$ cat config.mk
export PLATFORM = sky130hd
export DESIGN_NAME = tick_timer_bank
export DESIGN_NICKNAME = d
export VERILOG_FILES = /design/src/rtl/tick_timer_pkg.sv /design/src/rtl/tick_prescaler.sv /design/src/rtl/intr_downcounter.sv /design/src/rtl/tick_timer_slice.sv /design/src/rtl/tick_timer_bank.sv
export SDC_FILE = /design/constraint.sdc
export NUM_CORES = 1
export LEC_CHECK = 0
export BUFFER_PORTS_ARGS = -buffer_cell sky130_fd_sc_hd__buf_2
export CAP_MARGIN = 15
export CELL_PAD_IN_SITES_DETAIL_PLACEMENT = 1
export CELL_PAD_IN_SITES_GLOBAL_PLACEMENT = 1
export CORE_MARGIN = 2
export CORE_UTILIZATION = 31
export DETAILED_ROUTE_END_ITERATION = 10
export PLACE_DENSITY = 0.62
export RECOVER_POWER = 25
export REMOVE_ABC_BUFFERS = 1
export SLEW_MARGIN = 20
export SYNTH_ARGS = -nofsm -noshare
export SYNTH_HDL_FRONTEND = slang
export SYNTH_SLANG_ARGS = --single-unit
$ cat constraint.sdc
create_clock -name clk -period 2.43 [get_ports clk]
set_input_delay 0.1215 -clock clk [delete_from_list [all_inputs] [get_ports clk]]
set_output_delay 0.1215 -clock clk [all_outputs]
set_load 0.1 [all_outputs]
$ cat src/rtl/tick_timer_pkg.sv
package tick_timer_pkg;
   localparam int WIN_SHIFT = 8;
   localparam int FIRST_WIN = 3;
   localparam logic [7:0] OFS_TICK = 8'h00;
   localparam logic [7:0] OFS_ICNT = 8'h08;
   localparam logic [7:0] OFS_CTRL = 8'h20;
   localparam logic [7:0] OFS_PEND = 8'h30;
   localparam logic [7:0] OFS_IEN  = 8'h34;
   localparam logic [7:0] OFS_WACK = 8'h40;
   localparam int CTL_RUN   = 0;
   localparam int CTL_ARM   = 1;
   localparam int CTL_RPT   = 2;
   localparam int LOAD_BIT  = 31;
   localparam int ACK_TICK  = 0;
   localparam int ACK_ICNT  = 1;
   localparam int ACK_CTRL  = 3;
endpackage

$ cat src/rtl/tick_prescaler.sv
module tick_prescaler #(
   parameter int TICK_W = 32
) (
   input  logic              clk,
   input  logic              rst_n,
   input  logic              run,
   input  logic              restart,
   input  logic [TICK_W-1:0] reload,
   output logic              tick
);
   logic [TICK_W-1:0] pcnt;

   assign tick = run && !restart && (pcnt == reload);

   always_ff @(posedge clk or negedge rst_n) begin
      if (!rst_n)                pcnt <= '0;
      else if (!run || restart)  pcnt <= '0;
      else if (pcnt == reload)   pcnt <= '0;
      else                       pcnt <= pcnt + 1'b1;
   end

   // with a nonzero reload, ticks never come back to back
   a_r3_tick_gap: assert property (@(posedge clk) disable iff (!rst_n)
      (tick && reload != '0) |=> (!tick || reload != $past(reload)));
endmodule

$ cat src/rtl/intr_downcounter.sv
module intr_downcounter #(
   parameter int CNT_W = 31
) (
   input  logic             clk,
   input  logic             rst_n,
   input  logic             run,
   input  logic             tick,
   input  logic             load,
   input  logic [CNT_W-1:0] load_val,
   input  logic [CNT_W-1:0] reload_val,
   output logic             expire
);
   logic [CNT_W-1:0] cnt;

   assign expire = run && tick && !load && (cnt == '0);

   always_ff @(posedge clk or negedge rst_n) begin
      if (!rst_n)            cnt <= '0;
      else if (load)         cnt <= load_val;
      else if (run && tick)  cnt <= (cnt == '0) ? reload_val : cnt - 1'b1;
   end

   // each tick removes exactly one from a nonzero count
   a_r5_step_down: assert property (@(posedge clk) disable iff (!rst_n)
      (run && tick && !load && cnt != '0) |=> (cnt == $past(cnt) - 1'b1));
   // an expiry refills the count from the buffer
   a_r5_refill: assert property (@(posedge clk) disable iff (!rst_n)
      (run && tick && !load && cnt == '0) |=> (cnt == $past(reload_val)));
endmodule

$ cat src/rtl/tick_timer_slice.sv
module tick_timer_slice
   import tick_timer_pkg::*;
#(
   parameter int TICK_W = 32,
   parameter int CNT_W  = 31
) (
   input  logic        clk,
   input  logic        rst_n,
   input  logic        sel,
   input  logic        wr,
   input  logic [7:0]  ofs,
   input  logic [31:0] wdata,
   output logic [31:0] rdata,
   output logic        irq
);
   logic [TICK_W-1:0] tick_rld;
   logic [CNT_W-1:0]  icnt_buf;
   logic [2:0]        ctrl;
   logic              pend, ien;
   logic [3:0]        wack;
   logic              tick, expire;

   logic w_tick, w_icnt, w_ctrl, w_pend, w_ien, w_wack;
   assign w_tick = sel && wr && ofs == OFS_TICK;
   assign w_icnt = sel && wr && ofs == OFS_ICNT;
   assign w_ctrl = sel && wr && ofs == OFS_CTRL;
   assign w_pend = sel && wr && ofs == OFS_PEND;
   assign w_ien  = sel && wr && ofs == OFS_IEN;
   assign w_wack = sel && wr && ofs == OFS_WACK;

   tick_prescaler #(.TICK_W(TICK_W)) u_pre (
      .clk(clk), .rst_n(rst_n), .run(ctrl[CTL_RUN]), .restart(w_tick),
      .reload(tick_rld), .tick(tick));

   intr_downcounter #(.CNT_W(CNT_W)) u_cnt (
      .clk(clk), .rst_n(rst_n), .run(ctrl[CTL_ARM]), .tick(tick),
      .load(w_icnt && wdata[LOAD_BIT]), .load_val(wdata[CNT_W-1:0]),
      .reload_val(icnt_buf), .expire(expire));

   always_ff @(posedge clk or negedge rst_n) begin
      if (!rst_n) begin
         tick_rld <= '0;
         icnt_buf <= '0;
         ctrl     <= '0;
         pend     <= 1'b0;
         ien      <= 1'b0;
      end else begin
         if (w_tick) tick_rld <= wdata[TICK_W-1:0];
         if (w_icnt) icnt_buf <= wdata[CNT_W-1:0];
         if (w_ctrl)                       ctrl <= wdata[2:0];
         else if (expire && !ctrl[CTL_RPT]) ctrl[CTL_ARM] <= 1'b0;
         if (expire)                       pend <= 1'b1;
         else if (w_pend && wdata[0])      pend <= 1'b0;
         if (w_ien) ien <= wdata[0];
      end
   end

   // acknowledge flags: one per acknowledged register, set on write, cleared by writing 1
   localparam int ACK_BITS [3] = '{ACK_TICK, ACK_ICNT, ACK_CTRL};
   logic [2:0] ack_set;
   assign ack_set = {w_ctrl, w_icnt, w_tick};
   assign wack[2] = 1'b0;
   for (genvar k = 0; k < 3; k++) begin : g_ack
      always_ff @(posedge clk or negedge rst_n) begin
         if (!rst_n)                             wack[ACK_BITS[k]] <= 1'b0;
         else if (ack_set[k])                    wack[ACK_BITS[k]] <= 1'b1;
         else if (w_wack && wdata[ACK_BITS[k]])  wack[ACK_BITS[k]] <= 1'b0;
      end
   end

   always_comb begin
      rdata = '0;
      if (sel) begin
         case (ofs)
            OFS_TICK: rdata = 32'(tick_rld);
            OFS_ICNT: rdata = 32'(icnt_buf);
            OFS_CTRL: rdata = 32'(ctrl);
            OFS_PEND: rdata = 32'(pend);
            OFS_IEN:  rdata = 32'(ien);
            OFS_WACK: rdata = 32'(wack);
            default:  rdata = '0;
         endcase
      end
   end

   assign irq = pend && ien;

   // single-shot expiry disarms the interrupt counter
   a_r6_oneshot_disarm: assert property (@(posedge clk) disable iff (!rst_n)
      (expire && !ctrl[CTL_RPT] && !w_ctrl) |=> !ctrl[CTL_ARM]);
   // auto-repeat expiry leaves the counter armed
   a_r5_repeat_armed: assert property (@(posedge clk) disable iff (!rst_n)
      (expire && ctrl[CTL_RPT] && !w_ctrl) |=> ctrl[CTL_ARM]);
   // pending only rises after an expiry
   a_r7_pend_source: assert property (@(posedge clk) disable iff (!rst_n)
      $rose(pend) |-> $past(expire));
   // tick acknowledge only rises after a tick reload write
   a_r9_ack_source: assert property (@(posedge clk) disable iff (!rst_n)
      $rose(wack[ACK_TICK]) |-> $past(w_tick));
endmodule

$ cat src/rtl/tick_timer_bank.sv
module tick_timer_bank
   import tick_timer_pkg::*;
#(
   parameter int NUM_CORES = 4,
   parameter int ADDR_W    = 12,
   parameter int TICK_W    = 32,
   parameter int CNT_W     = 31
) (
   input  logic                 clk,
   input  logic                 rst_n,
   input  logic                 bus_wr,
   input  logic [ADDR_W-1:0]    bus_addr,
   input  logic [31:0]          bus_wdata,
   output logic [31:0]          bus_rdata,
   output logic [NUM_CORES-1:0] irq
);
   localparam int WIN_W    = ADDR_W - WIN_SHIFT;
   localparam int WIN_SLOT = 1 << WIN_W;

   if (NUM_CORES < 1 || FIRST_WIN + NUM_CORES > WIN_SLOT) begin : g_bad_cores
      $error("tick_timer_bank: NUM_CORES does not fit the address space");
   end
   if (CNT_W < 1 || CNT_W > LOAD_BIT) begin : g_bad_cnt
      $error("tick_timer_bank: CNT_W must be 1..31");
   end
   if (TICK_W < 1 || TICK_W > 32) begin : g_bad_tick
      $error("tick_timer_bank: TICK_W must be 1..32");
   end

   logic [WIN_W-1:0]    win;
   logic [31:0]         rd_part [NUM_CORES];
   logic [NUM_CORES-1:0] sel;
   assign win = bus_addr[ADDR_W-1:WIN_SHIFT];

   for (genvar i = 0; i < NUM_CORES; i++) begin : g_core
      assign sel[i] = (win == WIN_W'(FIRST_WIN + i));
      tick_timer_slice #(.TICK_W(TICK_W), .CNT_W(CNT_W)) u_slice (
         .clk(clk), .rst_n(rst_n), .sel(sel[i]), .wr(bus_wr),
         .ofs(bus_addr[WIN_SHIFT-1:0]), .wdata(bus_wdata),
         .rdata(rd_part[i]), .irq(irq[i]));
   end

   always_comb begin
      bus_rdata = '0;
      for (int i = 0; i < NUM_CORES; i++) bus_rdata = bus_rdata | rd_part[i];
   end

   // no more than one window answers at a time
   a_r2_one_window: assert property (@(posedge clk) disable iff (!rst_n)
      $onehot0(sel));
endmodule

==> results_dict.tcl <==
set metrics [dict create \
    outcome "finished with violations" \
    violations "max-capacitance violations, max-slew violations, negative setup slack" \
    row_count 113 \
    multiInputGateArea_um2 16400 \
    start_kind "flip-flop" \
    io_buffers 82 \
    dr.pass1.iters 6 \
    critical_path_class "flip-flop to flip-flop" \
    skew_ns 0.04066 \
    clockBufferDepth 3 \
    dieArea_um2 98840 \
    yosys_warnings 0 \
    synthesis.area_um2 29870 \
    seq_area_frac_synth_pct 44.91 \
    cts_root_buf "clkbuf_16" \
    htree_levels 3 \
    synthCells 2859 \
    power_w 0.02068 \
    wl_per_cell_um 26.00 \
    drive_gt1_share_pct 31.62 \
    fmax_mhz 386.3 \
    final-seq-area_um2 13440 \
    clock_sinks 536 \
    crit_required_ns 2.92 \
    worstMarginPinSlew_ns 1.589 \
    grt_usage_pct 23.35 \
    clk_latency_ns 0.63 \
    ios 83 \
    setup_ws_ns -0.1584 \
    async_flop_share_pct 100.0 \
    maxSlewViolCount 51 \
    setup_viol 43 \
    ir_drop_mv 0.4582 \
    synth-edff-count 0 \
    grt_pass1_vias 25190 \
    synth_flop_cell "dfrtp_1" \
    grt-ovfl-total 0 \
    end_kind "flip-flop" \
    maxCapViolations 1 \
    synth_cell_types 74 \
    cts.clk_slew.worst_paths_ns 0.06 \
    core_area_um2 95290 \
    slew_headroom_pct -5.927 \
    rsz0062_at_grt "true" \
    post-route-period-util_pct 106.5 \
    hp-class "input port to flip-flop" \
    start_util_pct 31.34 \
    antenna_found_initial 11 \
    grt_max_degree 121 \
    nets 3209 \
    die_height_um 314.4 \
    hold_violations 0 \
    drc 0 \
    power_density_nw_per_um2 547.6 \
    ys_ff_latch 536 \
    cts_tree "built" \
    placedCellCount 4311 \
    worstPathArrival_ns 3.08 \
    area.growth.synth_to_final_pct 26.42 \
    wl_um 116200 \
    holdWs_ns 0.04421 \
    vias 24650 \
    antenna_left 0 \
    vias_per_cell 5.515 \
    gp_congestion 0.8774 \
    post-dp-hpwl_um 81740 \
    numCtsBuffers 68 \
    finalSetupTns_ns -3.335 \
    finalCriticalPeriod_ns 2.588 \
    leakage_nw 17.60 \
    fp.dieW_um 314.4 \
    fill_cells 10490 \
    critPathMaxFanout 12 \
    grt_pass1_wl_um 171700 \
    fin_cells 4469 \
    first_iter_violations 1961 \
    syn_avg_cell_area_um2 10.45 \
]
==> per-layer routing <==
metal	up-vias	track usage [%]	share of wire, %
met3	193	4.875	6.1
met5	-	0	0.067
met2	698	36.01	45
met1	12820	32.15	45
li1	10920	-	-
met4	14	8.799	3.8
==> through the flow <==
stage / area [um2] / utilization, % / worst slack [ns]
after floorplan: 29100 / - / -5.847
after global placement: 34320 / 36.02 / -0.1943
after detailed placement: 34320 / 36.02 / -0.2207
after CTS: 37110 / 38.94 / -0.1430
after global routing: 37750 / 39.61 / -0.2543
final: 37760 / 39.62 / -0.1584
==> cell usage in the layout (no fill, tap or decap), types with 16 or more instances in the layout <==
master	synthesis	routed
dfrtp_1	536	517
mux2_2	301	299
buf_4	6	263
nor2_1	247	242
xnor2_1	207	202
mux2i_1	203	199
nand2_1	180	168
xor2_1	121	121
o21ai_0	111	94
clkbuf_16	0	78
nand3_1	85	77
nand4_1	70	70
buf_12	1	57
nor3_1	55	53
a222oi_1	49	49
buf_2	14	49
inv_1	39	39
nor4_1	46	38
a21oi_1	37	32
and3_1	22	22
or3_1	23	21
o22ai_2	0	20
o22ai_1	45	20
dfrtp_2	0	19
and4_1	19	18
a21boi_2	0	17
o21ai_1	7	16
nand2_2	8	16
o21ai_2	8	16
clkbuf_1	151	16
==> cells in the mapped netlist (39+ instances only) <==
library cell,n,area share [%]
a21boi_0,48,1.2
a222oi_1,49,1.6
clkbuf_1,151,1.9
dfrtp_1,536,45
inv_1,39,0.49
mux2_2,301,11
mux2i_1,203,6.8
nand2_1,180,2.3
nand3_1,85,1.4
nand4_1,70,1.5
nor2_1,247,3.1
nor3_1,55,0.92
nor4_1,46,0.96
o21ai_0,111,1.9
o22ai_1,45,0.94
xnor2_1,207,6.1
xor2_1,121,3.5
==> flip-flops by register name, indices dropped and copies added (netlist names) <==
register and flops:
g_core.u_slice.ctrl 12, g_core.u_slice.icnt_buf 124, g_core.u_slice.ien 4, g_core.u_slice.pend 4
g_core.u_slice.tick_rld 128, g_core.u_slice.u_cnt.cnt 124, g_core.u_slice.u_pre.pcnt 128, g_core.u_slice.wack 12
==> final cells by class <==
type | count | share of cell area (%)
flip-flops and latches | 536 | 35.59
clock inverters | 22 | 0.7887
well taps | 1265 | 4.192
diodes | 4 | 0.02651
clock buffers | 98 | 5.203
inverters | 39 | 0.3877
multi-input cells | 2101 | 43.43
repair buffers | 404 | 10.38
==> critical path, stage by stage, from the launching register on <==
cell,delay (ns)
dfrtp_1,0.38
or4_4,0.54
or4_4,0.49
or4_4,0.61
buf_12,0.19
o211ai_1,0.16
o21ai_1,0.08
==> timing repair <==
| action | 4_1_cts | 5_1_grt |
|---|---|---|
| buffers inserted | 10 | 18 |
| hold endpoints to repair | 535 | 0 |
| hold buffers | 6 | 0 |
| cloned | 1 | 3 |
| setup endpoints to repair | 118 | 119 |
| gates resized for setup | 103 | 156 |
| pin swaps | 28 | 50 |
==> final timing paths <==
path                                                    to  slack, ns                             from  cells past startpoint
max                         g_core[0].u_slice.u_cnt.cnt[4]      -0.16  g_core[0].u_slice.u_cnt.cnt[14]                      6
min                         g_core[0].u_slice.icnt_buf[29]       0.04                    bus_wdata[29]                      3
max reg2reg                 g_core[0].u_slice.u_cnt.cnt[4]      -0.16  g_core[0].u_slice.u_cnt.cnt[14]                      6
min reg2reg                      g_core[3].u_slice.wack[0]       0.52        g_core[3].u_slice.wack[0]                      2
max in group asynchronous  g_core[1].u_slice.u_cnt.cnt[21]       0.09                            rst_n                      4
min in group asynchronous    g_core[3].u_slice.icnt_buf[5]       0.61                            rst_n                      3
==> report_power, final <==
part	switching, W	leakage [nW]	total (W)	internal, W
logic	0.000840	9.04	0.00121	0.000366
registers	0.0000362	7.44	0.00899	0.00895
clock network	0.00421	1.12	0.0105	0.00627
==> cells by family (layout without fill, tap and decap cells) <==
kind of cell,count (synthesis),count (layout),share of synthesized area (%)
compound gates,404,404,9.326
xor+xnor,328,328,9.619
fa+ha+maj,12,12,0.5027
buf+inv,222,563,3.054
flops,536,536,44.91
mux,504,504,18.15
other cells,0,4,0
simple gates,853,853,14.44
(Power assumes the default switching activity.)
